===== src/rtl/hdrive_pkg.sv =====
// Package: shared types and default constants for the horizontal drive
// clock generator. Assumes nothing beyond IEEE 1800-2017 packages.
package hdrive_pkg;

    // Operating mode of the edge controller
    typedef enum logic {
        DRV_RUN  = 1'b0,   // edges placed from the rise/fall slots
        DRV_HOLD = 1'b1    // output frozen at the hold level
    } drv_mode_e;

    // Default geometry and register placement
    localparam int unsigned DEF_PHASE_W  = 3;
    localparam int unsigned DEF_DATA_W   = 8;
    localparam int unsigned DEF_ADDR_W   = 8;
    localparam logic [7:0]  DEF_CFG_ADDR = 8'h2C;
    localparam logic [7:0]  DEF_CFG_INIT = 8'h1E;

endpackage


===== src/rtl/hdrive_phase_cnt.sv =====
// Module: sub-phase counter.
// Counts fast-clock cycles modulo 2**PHASE_W. Count value k is slot k of the
// pixel period. wrap_o marks the last slot, the edge that closes a period.
// Assumes: synchronous active-low reset, and the count is 0 on the first
// edge after reset.
module hdrive_phase_cnt #(
    parameter int unsigned PHASE_W = 3
) (
    input  logic               clk_i,
    input  logic               rst_ni,
    output logic [PHASE_W-1:0] cnt_o,
    output logic               wrap_o
);

    localparam logic [PHASE_W-1:0] LAST_SLOT = '1;
    localparam logic [PHASE_W-1:0] ONE_STEP  = PHASE_W'(1);

    logic [PHASE_W-1:0] cnt_q;

    // Advance the slot count once per fast clock
    always_ff @(posedge clk_i) begin
        if (!rst_ni) begin
            cnt_q <= '0;
        end else begin
            cnt_q <= cnt_q + ONE_STEP;
        end
    end

    // Expose the count and the end-of-period flag
    always_comb begin
        cnt_o  = cnt_q;
        wrap_o = (cnt_q == LAST_SLOT);
    end

endmodule


===== src/rtl/hdrive_cfg_reg.sv =====
// Module: configuration register with a shadow copy and an active copy.
// The shadow copy is written and read through the address/data port. The
// active copy drives the edge logic and is loaded from the shadow on the
// last slot of each pixel period. Bits above the hold-level bit are not
// stored and read as zero.
// Assumes: DATA_W >= 2*PHASE_W+1. Field layout: rise slot in the low
// PHASE_W bits, fall slot in the next PHASE_W bits, hold level above them.
module hdrive_cfg_reg #(
    parameter int unsigned PHASE_W  = 3,
    parameter int unsigned DATA_W   = 8,
    parameter int unsigned ADDR_W   = 8,
    parameter logic [ADDR_W-1:0] CFG_ADDR = ADDR_W'(8'h2C),
    parameter logic [DATA_W-1:0] CFG_INIT = DATA_W'(8'h1E)
) (
    input  logic               clk_i,
    input  logic               rst_ni,
    input  logic [ADDR_W-1:0]  addr_i,
    input  logic [DATA_W-1:0]  wdata_i,
    input  logic               wr_i,
    input  logic               wrap_i,
    output logic [DATA_W-1:0]  rdata_o,
    output logic [PHASE_W-1:0] rise_sel_o,
    output logic [PHASE_W-1:0] fall_sel_o,
    output logic               hold_lvl_o
);

    localparam int unsigned RISE_LO = 0;
    localparam int unsigned FALL_LO = PHASE_W;
    localparam int unsigned LVL_BIT = 2 * PHASE_W;

    logic              hit;
    logic [DATA_W-1:0] shadow_q;
    logic [DATA_W-1:0] active_q;

    // Decode the single register address
    always_comb begin
        hit = (addr_i == CFG_ADDR);
    end

    // Per-bit storage: bits up to the hold level hold state, the rest are tied to zero
    for (genvar b = 0; b < int'(DATA_W); b++) begin : g_bit
        if (b <= int'(LVL_BIT)) begin : g_store
            // Shadow bit follows host writes; active bit reloads at the period boundary
            always_ff @(posedge clk_i) begin
                if (!rst_ni) begin
                    shadow_q[b] <= CFG_INIT[b];
                    active_q[b] <= CFG_INIT[b];
                end else begin
                    if (wr_i && hit) begin
                        shadow_q[b] <= wdata_i[b];
                    end
                    if (wrap_i) begin
                        active_q[b] <= shadow_q[b];
                    end
                end
            end
        end else begin : g_tie
            // Unused bit position: constant zero
            always_comb begin
                shadow_q[b] = 1'b0;
                active_q[b] = 1'b0;
            end
        end
    end

    // Read mux and field extraction
    always_comb begin
        rdata_o    = hit ? shadow_q : '0;
        rise_sel_o = active_q[RISE_LO +: PHASE_W];
        fall_sel_o = active_q[FALL_LO +: PHASE_W];
        hold_lvl_o = active_q[LVL_BIT];
    end

endmodule


===== src/rtl/hdrive_edge_ctl.sv =====
// Module: edge placement and hold control.
// In run mode the output goes high on the rise slot and low on the fall
// slot, and keeps its level if the two slots are equal. A high vertical-
// shift input forces the hold level and enters hold mode. Hold mode ends
// on the last slot of a period once vertical shift is low, so edges resume
// at slot 0.
// Assumes: slot settings change only at period boundaries (handled upstream).
module hdrive_edge_ctl
    import hdrive_pkg::*;
#(
    parameter int unsigned PHASE_W = 3
) (
    input  logic               clk_i,
    input  logic               rst_ni,
    input  logic [PHASE_W-1:0] cnt_i,
    input  logic               wrap_i,
    input  logic [PHASE_W-1:0] rise_sel_i,
    input  logic [PHASE_W-1:0] fall_sel_i,
    input  logic               hold_lvl_i,
    input  logic               vshift_i,
    output logic               drv_o,
    output drv_mode_e          mode_o
);

    drv_mode_e mode_q, mode_d;
    logic      drv_q, drv_d;
    logic      slots_differ;

    // Work out the next output level and mode
    always_comb begin
        slots_differ = (rise_sel_i != fall_sel_i);
        mode_d       = mode_q;
        drv_d        = drv_q;
        unique case (mode_q)
            DRV_RUN: begin
                if (vshift_i) begin
                    drv_d  = hold_lvl_i;
                    mode_d = DRV_HOLD;
                end else if (slots_differ && (cnt_i == rise_sel_i)) begin
                    drv_d = 1'b1;
                end else if (slots_differ && (cnt_i == fall_sel_i)) begin
                    drv_d = 1'b0;
                end
            end
            DRV_HOLD: begin
                drv_d = hold_lvl_i;
                if (!vshift_i && wrap_i) begin
                    mode_d = DRV_RUN;
                end
            end
            default: begin
                mode_d = DRV_RUN;
            end
        endcase
    end

    // Register the drive level and the mode
    always_ff @(posedge clk_i) begin
        if (!rst_ni) begin
            mode_q <= DRV_RUN;
            drv_q  <= 1'b0;
        end else begin
            mode_q <= mode_d;
            drv_q  <= drv_d;
        end
    end

    // Drive the outputs from the registers
    always_comb begin
        drv_o  = drv_q;
        mode_o = mode_q;
    end

endmodule


===== src/rtl/hdrive_phase_gen.sv =====
// Module: top of the programmable-phase horizontal drive clock generator.
// Connects the sub-phase counter, the configuration register and the edge
// controller. Runs entirely in the fast (8x pixel) clock domain.
// Assumes: vshift_i and the register port are synchronous to clk_i.
module hdrive_phase_gen
    import hdrive_pkg::*;
#(
    parameter int unsigned PHASE_W  = DEF_PHASE_W,
    parameter int unsigned DATA_W   = DEF_DATA_W,
    parameter int unsigned ADDR_W   = DEF_ADDR_W,
    parameter logic [ADDR_W-1:0] CFG_ADDR = ADDR_W'(DEF_CFG_ADDR),
    parameter logic [DATA_W-1:0] CFG_INIT = DATA_W'(DEF_CFG_INIT)
) (
    input  logic              clk_i,
    input  logic              rst_ni,
    input  logic              vshift_i,
    input  logic [ADDR_W-1:0] cfg_addr_i,
    input  logic [DATA_W-1:0] cfg_wdata_i,
    input  logic              cfg_wr_i,
    output logic [DATA_W-1:0] cfg_rdata_o,
    output logic              hclk_o
);

    logic [PHASE_W-1:0] cnt;
    logic               wrap;
    logic [PHASE_W-1:0] rise_sel;
    logic [PHASE_W-1:0] fall_sel;
    logic               hold_lvl;
    drv_mode_e          mode;

    hdrive_phase_cnt #(
        .PHASE_W (PHASE_W)
    ) u_cnt (
        .clk_i  (clk_i),
        .rst_ni (rst_ni),
        .cnt_o  (cnt),
        .wrap_o (wrap)
    );

    hdrive_cfg_reg #(
        .PHASE_W  (PHASE_W),
        .DATA_W   (DATA_W),
        .ADDR_W   (ADDR_W),
        .CFG_ADDR (CFG_ADDR),
        .CFG_INIT (CFG_INIT)
    ) u_cfg (
        .clk_i      (clk_i),
        .rst_ni     (rst_ni),
        .addr_i     (cfg_addr_i),
        .wdata_i    (cfg_wdata_i),
        .wr_i       (cfg_wr_i),
        .wrap_i     (wrap),
        .rdata_o    (cfg_rdata_o),
        .rise_sel_o (rise_sel),
        .fall_sel_o (fall_sel),
        .hold_lvl_o (hold_lvl)
    );

    hdrive_edge_ctl #(
        .PHASE_W (PHASE_W)
    ) u_edge (
        .clk_i      (clk_i),
        .rst_ni     (rst_ni),
        .cnt_i      (cnt),
        .wrap_i     (wrap),
        .rise_sel_i (rise_sel),
        .fall_sel_i (fall_sel),
        .hold_lvl_i (hold_lvl),
        .vshift_i   (vshift_i),
        .drv_o      (hclk_o),
        .mode_o     (mode)
    );

endmodule


===== config.mk =====
export PLATFORM = sky130hd
export DESIGN_NAME = hdrive_phase_gen
export DESIGN_NICKNAME = d
export VERILOG_FILES = /design/src/rtl/hdrive_pkg.sv /design/src/rtl/hdrive_phase_cnt.sv /design/src/rtl/hdrive_cfg_reg.sv /design/src/rtl/hdrive_edge_ctl.sv /design/src/rtl/hdrive_phase_gen.sv
export SDC_FILE = /design/constraint.sdc
export NUM_CORES = 1
export LEC_CHECK = 0
export BUFFER_PORTS_ARGS = -buffer_cell sky130_fd_sc_hd__buf_4
export CAP_MARGIN = 20
export CORE_UTILIZATION = 52
export CTS_CLUSTER_DIAMETER = 60
export DETAILED_ROUTE_END_ITERATION = 10
export PLACE_DENSITY = 0.88
export RECOVER_POWER = 100
export SYNTH_ARGS = -nofsm -noshare
export SYNTH_HDL_FRONTEND = slang
export SYNTH_SLANG_ARGS = --single-unit

===== constraint.sdc =====
create_clock -name clk_i -period 3.53 [get_ports clk_i]
set_input_delay 0.1765 -clock clk_i [delete_from_list [all_inputs] [get_ports clk_i]]
set_output_delay 0.1765 -clock clk_i [all_outputs]
set_load 0.03 [all_outputs]

==> run metrics, run 1 <==
Synth Register Bits=19; Post-Syn Area=886 um^2; first-pass GRT wire length=2720 um; Finish-stage setup viols=0; layout cells sized above 1=25.0%; P&R area growth vs syn=22.3%; Seq/Total Area, Yosys=42.9%; Slew headroom=17.2%; sw frac=23.1%; Iter 0 DRT Violations=15; CORE AREA=1540 um^2; clock slew at reported path FFs=100 ps; initial antenna violation count=0; Initial Util=57.5%; DRC=0; Top FF cell, synth=dfxtp_1; all-layer global routing usage=19.7%; EDFF count, synth=0; CTS H-tree depth=1; Tcrit/Tclk final=67.3%; DP Area=1070 um^2; VDD IR max=0.196 mV; required time worst endpoint=3350 ps; area leader, netlist=dfxtp_1; Routed Antenna Nets=0; RSZ-0062 raised after global routing=false; io pins=29; fin nets=143; post-route cell area=1080 um^2; Comb power frac=9.5%; CTS tree=built; final core occ=70.3%; fin. max-slew vios=0; sequential share of power=60.9%; Crit Path Class=primary input to output port; ranking of synthesized cells by area=dfxtp_1 (43%), xor2_1 (8.9%), mux2i_1 (7.9%); post-synthesis async set-or-reset flop share=0%; fill cell count=131; largest net degree at the start of global routing=20; vias in the first global route=677; Die H=43.3 um; nature of the critical path endpoint=output port; Cells after Synth=97; via count=734; Setup TNS=0 ps; critical path fanouts, max=14; final wirelength=1680 um; setup slack, reg-to-reg=2050 ps; clock share of power=29.6%; Max Cap Viol=0; CTS Hold Bufs=0; Psw=0.0000844 W; register area=380 um^2; Avg Vias per Cell=5.40; HP Class=primary input to flip-flop; Leakage Power=0.455 nW; Wirelength per Cell=12.4 um; final hold violation count=0; Synth top area share=42.9%; syn_area_per_cell=9.13 um^2; nature of the critical path startpoint=primary input; DRT Pass-1 Iters=4; Multi-input gate area=460 um^2; die width=43.3 um; clk_lat worst skew=290 ps; Synth cell types=25; setup ws final=1160 ps; FMAX=421 MHz; Setup Buffers After CTS=0; overflow left after global routing=0; GPL Wtd Cong=0.778; Int Power=0.000282 W; CP arrival=2200 ps; clk buf depth=2; # diodes=0; post-placement cell count=132; die area=1870 um^2; Mapped Nets=119; pre-CTS setup slack=1590 ps; clock net sink count=19; Tmin final=2370 ps; yosys warns=0; clk_skew=5.54 ps; CTS root buf=clkbuf_4; IO buf count=26; PD cells=338 nW/um^2; post-route insts no fill=136; status=completed; dpl hpwl=1250 um; FP Rows=14; PostCTS Resize Cnt=0; pin slew with the least headroom to its limit=1230 ps; clock buffer count from CTS=3
## final timing paths
kind	cells past startpoint	startpoint	end
min	2	vshift_i	u_edge.mode_o
max	5	cfg_addr_i[7]	cfg_rdata_o[2]
min reg2reg	2	u_edge.drv_o	u_edge.drv_o
max reg2reg	4	u_cnt.cnt_o[0]	u_cfg.fall_sel_o[2]
## flip-flops by register name, summed over array words and instances (netlist names)
| signal | count |
|---|---|
| u_edge.mode_o | 1 |
| u_cfg.hold_lvl_o | 1 |
| u_edge.drv_o | 1 |
| u_cfg.rise_sel_o | 3 |
| u_cnt.cnt_o | 3 |
| u_cfg.shadow_q | 7 |
| u_cfg.fall_sel_o | 3 |
## cells in the final DEF, fill, tap and decap left out
master / Yosys / routed
nor3_1: 1 / 2
dfxtp_1: 19 / 19
and2_1: 9 / 1
conb_1: 1 / 1
or4_1: 2 / 2
clkbuf_4: 0 / 4
mux2i_1: 7 / 7
or4b_1: 0 / 1
a31oi_1: 1 / 1
nor2b_1: 5 / 5
nand3_1: 11 / 11
clkinv_2: 0 / 1
clkbuf_1: 4 / 1
buf_4: 1 / 24
ha_1: 2 / 2
inv_1: 1 / 1
o21a_1: 1 / 1
o41ai_1: 1 / 1
o21ai_0: 1 / 1
or2_2: 1 / 1
nand2_1: 12 / 12
and2_0: 0 / 8
xor2_1: 9 / 9
nor2_1: 1 / 1
a21boi_0: 0 / 3
## Yosys cell counts (2+ instances only)
cell / n
dfxtp_1: 19
nand2_1: 12
nand3_1: 11
and2_1: 9
xor2_1: 9
mux2i_1: 7
nor2b_1: 5
clkbuf_1: 4
a21boi_1: 3
ha_1: 2
or4_1: 2
## cell type report
class / instances / share of cell area (%)
clock inverter: 1 / 0.462
clock buffer: 3 / 2.08
sequential: 19 / 35.1
multi-input combinational: 70 / 42.5
timing repair buffer: 26 / 17.7
tap: 16 / 1.85
inverter: 1 / 0.346
## metrics by stage
step           power [W]  hold slack [ps]
2_1_floorplan   0.000246              300
3_3_place_gp    0.000263              395
4_1_cts         0.000372             90.0
3_5_place_dp    0.000265              401
5_1_grt         0.000382             90.4
6_report        0.000366             95.6
## critical path, stage by stage
cell and delay, ps:
clkbuf_4 100, or4b_1 530, nor3_1 950, and2_0 260, buf_4 170
## power groups by stage
stage,sequential (W),combinational [W],clock [W]
2_1_floorplan,0.000228,0.0000181,0
3_3_place_gp,0.000228,0.0000355,0
3_5_place_dp,0.000228,0.0000365,0
4_1_cts,0.000223,0.0000366,0.000112
5_1_grt,0.000224,0.0000390,0.000120
6_report,0.000223,0.0000349,0.000108
## cell families after synthesis
logic type | count (synthesis) | share of synthesized area, %
other cells | 1 | 0.423
fa+ha+maj | 2 | 2.82
compound gates | 7 | 5.65
simple gates | 44 | 27.3
buf+inv | 8 | 4.09
mux | 7 | 7.91
xor+xnor | 9 | 8.90
flops | 19 | 42.9
## per-layer routing
| layer | part of all wire, % | wire, um | up-vias | GRT usage, % |
|---|---|---|---|---|
| met3 | 3.9 | 66 | 6 | 2.55 |
| met4 | 2.7 | 45 | 0 | 10.9 |
| li1 | - | - | 366 | - |
| met5 | 0 | 0 | - | 0 |
| met2 | 50 | 847 | 27 | 34.6 |
| met1 | 43 | 723 | 335 | 22.4 |
Note: power is estimated with default switching activity, not from simulation.
==> run 2: changes to the inputs <==
CORE_UTILIZATION = 48   (was 52)
PLACE_DENSITY = 0.82   (was 0.88)
clock period = 2.4 ns   (was 3.53 ns; I/O delays follow)
==> run metrics, run 2 (synthesized netlist as in run 1, its figures left out) <==
GPL Wtd Cong=0.790 (+1.5%); clk_skew=5.72 ps (+0.184 ps); clk_lat worst skew=280 ps (about the same); DRC=0 (unchanged); setup slack, reg-to-reg=930 ps (-1120 ps); most frequent cells in the layout=buf_4 (25), dfxtp_1 (19), nand2_1 (12), nand3_1 (11), xor2_1 (9); all-layer global routing usage=18.4% (-1.3 points); P&R area growth vs syn=24.3%; Setup TNS=0 ps (unchanged); final wirelength=1630 um (-3.0%); HP Class=primary input to flip-flop; largest net degree at the start of global routing=20 (unchanged); Die H=45.0 um (+3.9%); Initial Util=51.3% (-6.2 points); max reg flops=7 (unchanged); dpl hpwl=1290 um (+3.3%); Leakage Power=0.465 nW (+2.3%); via count=705 (-4.0%); nature of the critical path endpoint=output port; FMAX=557 MHz; vias in the first global route=647 (-4.4%); CTS Hold Bufs=0 (unchanged); CORE AREA=1730 um^2 (+12%); Worst path max stage delay=520 ps (-430 ps); final hold violation count=0 (unchanged); FP Rows=15 (+1); # diodes=0 (unchanged); layout cells sized above 1=24.8% (-0.21 points); first-pass GRT wire length=2750 um (+1.0%); post-route insts no fill=146 (+7.4%); CTS H-tree depth=1 (unchanged); Top reg by flops=u_cfg.shadow_q; Avg Vias per Cell=4.83 (-11%); Wirelength per Cell=11.2 um (-9.6%); die area=2020 um^2 (+7.9%); Setup Buffers After CTS=0 (unchanged); most common cell after layout, fill and taps aside=buf_4; clock net sink count=19 (unchanged); DRT Pass-1 Iters=1 (-3); PostCTS Resize Cnt=0 (unchanged); nature of the critical path startpoint=primary input; clk buf depth=2 (unchanged); Tmin final=1790 ps; CTS root buf=clkbuf_4; clock slew at reported path FFs=90 ps (about the same); Iter 0 DRT Violations=0 (-15); required time worst endpoint=2280 ps (-1070 ps); overflow left after global routing=0 (unchanged); CP arrival=1670 ps (-530 ps); Max Cap Viol=0 (unchanged); VDD IR max=0.247 mV (+26%); io pins=29 (unchanged); Finish-stage setup viols=0 (unchanged); crit-path cells=clkbuf_4 -> or4b_1 -> nor3_1 -> buf_4 -> and2_1 -> buf_4; status=completed; DP Area=1090 um^2 (+1.8%); CP most frequent cell=buf_4; die width=45.0 um (+3.9%); PD cells=482 nW/um^2 (+43%); worst r2r src=u_cnt.cnt_o[0]; post-placement cell count=142 (+7.6%); post-route cell area=1100 um^2 (+1.6%); Min-Delay Startpoint=vshift_i; slowest cell on the critical path=or4b_1; CTS tree=built; Tcrit/Tclk final=74.8%; CP startpoint=cfg_addr_i[7]; clock buffer count from CTS=3 (unchanged); fin. max-slew vios=0 (unchanged); critical path fanouts, max=10 (-4); initial antenna violation count=0 (unchanged); Routed Antenna Nets=0 (unchanged); RSZ-0062 raised after global routing=false; Crit Path Class=primary input to output port; IO buf count=26 (unchanged); fin nets=144 (+0.70%)
==> run 2: cell types whose count changed in the layout (fill, tap and decap cells not counted), sizes merged <==
cell,delta
clkinv,-1
buf,+1
clkbuf,+1
==> run 2: critical path, delay by kind of cell <==
family | cells | cell delay, ps
buffers and inverters | 3 | 500
AND/OR/NAND/NOR | 3 | 1050
==> run 2: final timing paths <==
kind	to	cells past startpoint
min reg2reg	u_cfg.shadow_q[0]	2
max reg2reg	u_cfg.fall_sel_o[1]	4
max	cfg_rdata_o[2]	6
min	u_edge.mode_o	2
==> run 2: layout make-up <==
class	instances	area [um^2]
multi-input combinational	70	460
sequential	19	380
fill	173	626
timing repair buffer	27	199
inverter	1	3.75
clock buffer	4	26.3
tap	25	31.3
==> run 2: routing by layer <==
| metal | up-vias | track usage [%] | share of wire, % |
|---|---|---|---|
| met3 | 2 | 2.40 | 3.9 |
| li1 | 369 | - | - |
| met1 | 316 | 23.6 | 45 |
| met5 | - | 0 | 0 |
| met2 | 18 | 30.1 | 50 |
| met4 | 0 | 9.09 | 0.86 |
==> run 2: stage by stage <==
step / power [W] / setup slack, ps / util (%) / hold slack, ps
finish: 0.000530 / 605 / 63.8 / 46.8
global route: 0.000560 / 461 / 63.8 / 32.3
CTS: 0.000542 / 768 / 64.5 / 34.7
detailed placement: 0.000389 / 754 / 63.0 / 341
global placement: 0.000387 / 763 / 63.0 / 338
floorplan: 0.000362 / 926 / - / 244
==> run 2: report_power, final <==
group	switching, W	internal (W)	leakage (nW)	total (W)
clock network	0.0000862	0.0000645	0.0150	0.000151
logic	0.0000211	0.0000308	0.296	0.0000519
registers	0.00000595	0.000322	0.154	0.000328
==> run 3: changes to the inputs <==
ABC_AREA = 1   (was unset)
CORE_UTILIZATION = 44   (was 48)
PLACE_DENSITY = 0.79   (was 0.82)
clock period = 1.55 ns   (was 2.4 ns; I/O delays follow)
==> run metrics, run 3 <==
post-synthesis async set-or-reset flop share=0% (unchanged); Synth top area share=41.5% (-1.5 points); Iter 0 DRT Violations=15 (+15); PD cells=763 nW/um^2 (+58%); die width=47.7 um (+6.0%); Routed Antenna Nets=0 (unchanged); P&R area growth vs syn=21.3%; via count=876 (+24%); fin nets=181 (+26%); HP Class=primary input to flip-flop; Finish-stage setup viols=0 (unchanged); most frequent cells in the layout=nand2_1 (29), inv_1 (22), dfxtp_1 (19), buf_4 (17), nor2_1 (16); most common cell after layout, fill and taps aside=nand2_1; slowest cell on the critical path=dfxtp_1; area leader, netlist=dfxtp_1; IO buf count=26 (unchanged); initial antenna violation count=0 (unchanged); Cells after Synth=131 (+35%); RSZ-0062 raised after global routing=false; CTS root buf=clkbuf_4; all-layer global routing usage=19.3% (+0.87 points); Global Route met1 Usage=20.6% (-3.1 points); VDD IR max=0.623 mV (+150%); clk buf depth=2 (unchanged); most frequent cell after synthesis=nand2_1; # diodes=0 (unchanged); final wirelength=1780 um (+9.0%); clock net sink count=19 (unchanged); clock buffer count from CTS=3 (unchanged); Die H=47.7 um (+6.0%); Setup Buffers After CTS=0 (unchanged); post-placement cell count=181 (+27%); first-pass GRT wire length=2920 um (+6.3%); most used routing layer=met2; ranking of synthesized cells by area=dfxtp_1 (41%), nand2_1 (11%), inv_1 (9.0%); Tmin final=1370 ps; clock slew at reported path FFs=100 ps (about the same); clk_lat worst skew=290 ps (about the same); Worst path max stage delay=440 ps (-80 ps); DRT Pass-1 Iters=4 (+3); io pins=29 (unchanged); FMAX=728 MHz; required time worst endpoint=1780 ps (-500 ps); CTS H-tree depth=1 (unchanged); nature of the critical path startpoint=flip-flop; met2 Track Usage GR=34.2% (+4.1 points); CTS Hold Bufs=0 (unchanged); Post-Syn Area=917 um^2 (+3.5%); Synth Register Bits=19 (unchanged); GPL Wtd Cong=0.742 (-6.1%); final hold violation count=0 (unchanged); Initial Util=46.7% (-4.6 points); Seq/Total Area, Yosys=41.5% (-1.5 points); vias in the first global route=724 (+12%); max reg flops=7 (unchanged); Crit Path Class=flip-flop to flip-flop; Synth cell types=20 (-20%); PostCTS Resize Cnt=0 (unchanged); layout cells sized above 1=18.4% (-6.4 points); overflow left after global routing=0 (unchanged); Top FF cell, synth=dfxtp_1; syn_area_per_cell=7.00 um^2 (-23%); FP Rows=16 (+1); fill cell count=212 (+23%); dpl hpwl=1400 um (+8.5%); CTS tree=built; nature of the critical path endpoint=flip-flop; Avg Vias per Cell=4.74 (-1.9%); post-route insts no fill=185 (+27%); Tcrit/Tclk final=88.7%; met3 GRT Util=3.40% (+1.0 points); largest net degree at the start of global routing=16 (-20%); die area=2270 um^2 (+12%); Max Cap Viol=0 (unchanged); crit-path cells=ha_1 -> ha_1 -> o21ai_0 -> a21oi_1; Top reg by flops=u_cfg.shadow_q; status=completed; CP arrival=1610 ps (-60 ps); fin. max-slew vios=0 (unchanged); most frequent cells after synthesis=nand2_1 (28), inv_1 (22), dfxtp_1 (19), nor2_1 (14); CORE AREA=1960 um^2 (+14%); Leakage Power=0.614 nW (+32%); EDFF count, synth=0 (unchanged); Wirelength per Cell=9.62 um (-14%); DRC=0 (unchanged); yosys warns=0 (unchanged); Mapped Nets=153 (+29%); clk_skew=7.72 ps (+2.00 ps); Setup TNS=0 ps (unchanged); CP most frequent cell=ha_1; critical path fanouts, max=15 (+5)
==> run 3: critical path, delay by kind of cell, from the launching register on <==
kind	cells	cell delay, ps
AOI/OAI and AO/OA	2	290
adders and majority gates	2	590
DFF	1	440
==> run 3: power breakdown <==
| part | total [W] | switching [W] | internal, W | leakage, nW |
|---|---|---|---|---|
| clock | 0.000243 | 0.000143 | 0.000100 | 0.0150 |
| sequential | 0.000510 | 0.0000109 | 0.000499 | 0.155 |
| combinational | 0.0000957 | 0.0000462 | 0.0000495 | 0.444 |
==> run 3: path summary, 6_finish.rpt <==
kind / startpoint / endpoint / cells past startpoint / slack (ps)
worst min register to register: u_edge.drv_o / u_edge.drv_o / 2 / 470
worst max-delay path: u_cnt.cnt_o[0] / u_cfg.fall_sel_o[2] / 4 / 180
worst min-delay path: cfg_wdata_i[2] / u_cfg.shadow_q[2] / 3 / 20
worst max register to register: u_cnt.cnt_o[0] / u_cfg.fall_sel_o[2] / 4 / 180
==> run 3: area by class of cell <==
class / count / area [um^2] / share of cell area (%)
repair buffers: 26 / 174 / 15.6
multi-input cells: 87 / 415 / 37.3
flip-flops and latches: 19 / 380 / 34.2
clock buffers: 4 / 26.3 / 2.36
well taps: 27 / 33.8 / 3.04
inverters: 22 / 82.6 / 7.42
==> run 3: per-stage QoR <==
stage / total power (W) / setup WS [ps] / cell area [um^2] / utilization [%] / hold WS (ps)
finish: 0.000849 / 176 / 1110 / 56.7 / 20.5
global route: 0.000894 / 10.1 / 1110 / 56.7 / 28.2
CTS: 0.000863 / 187 / 1150 / 58.9 / 18.9
detailed placement: 0.000623 / 208 / 1130 / 57.5 / 333
global placement: 0.000618 / 254 / 1130 / 57.5 / 325
floorplan: 0.000573 / 340 / 917 / - / 188
==> run 3: kinds of logic after synthesis <==
family	synth area share, %
buf+inv	10.9
flops	41.5
compound gates	13.2
fa+ha+maj	2.73
simple gates	27.4
other cells	0.409
xor+xnor	3.82
==> run 3: routing by layer <==
layer | vias to the layer above | share of wire, %
met2 | 29 | 50
met3 | 4 | 3.9
li1 | 463 | -
met5 | - | 0
met1 | 380 | 44
met4 | 0 | 2.4
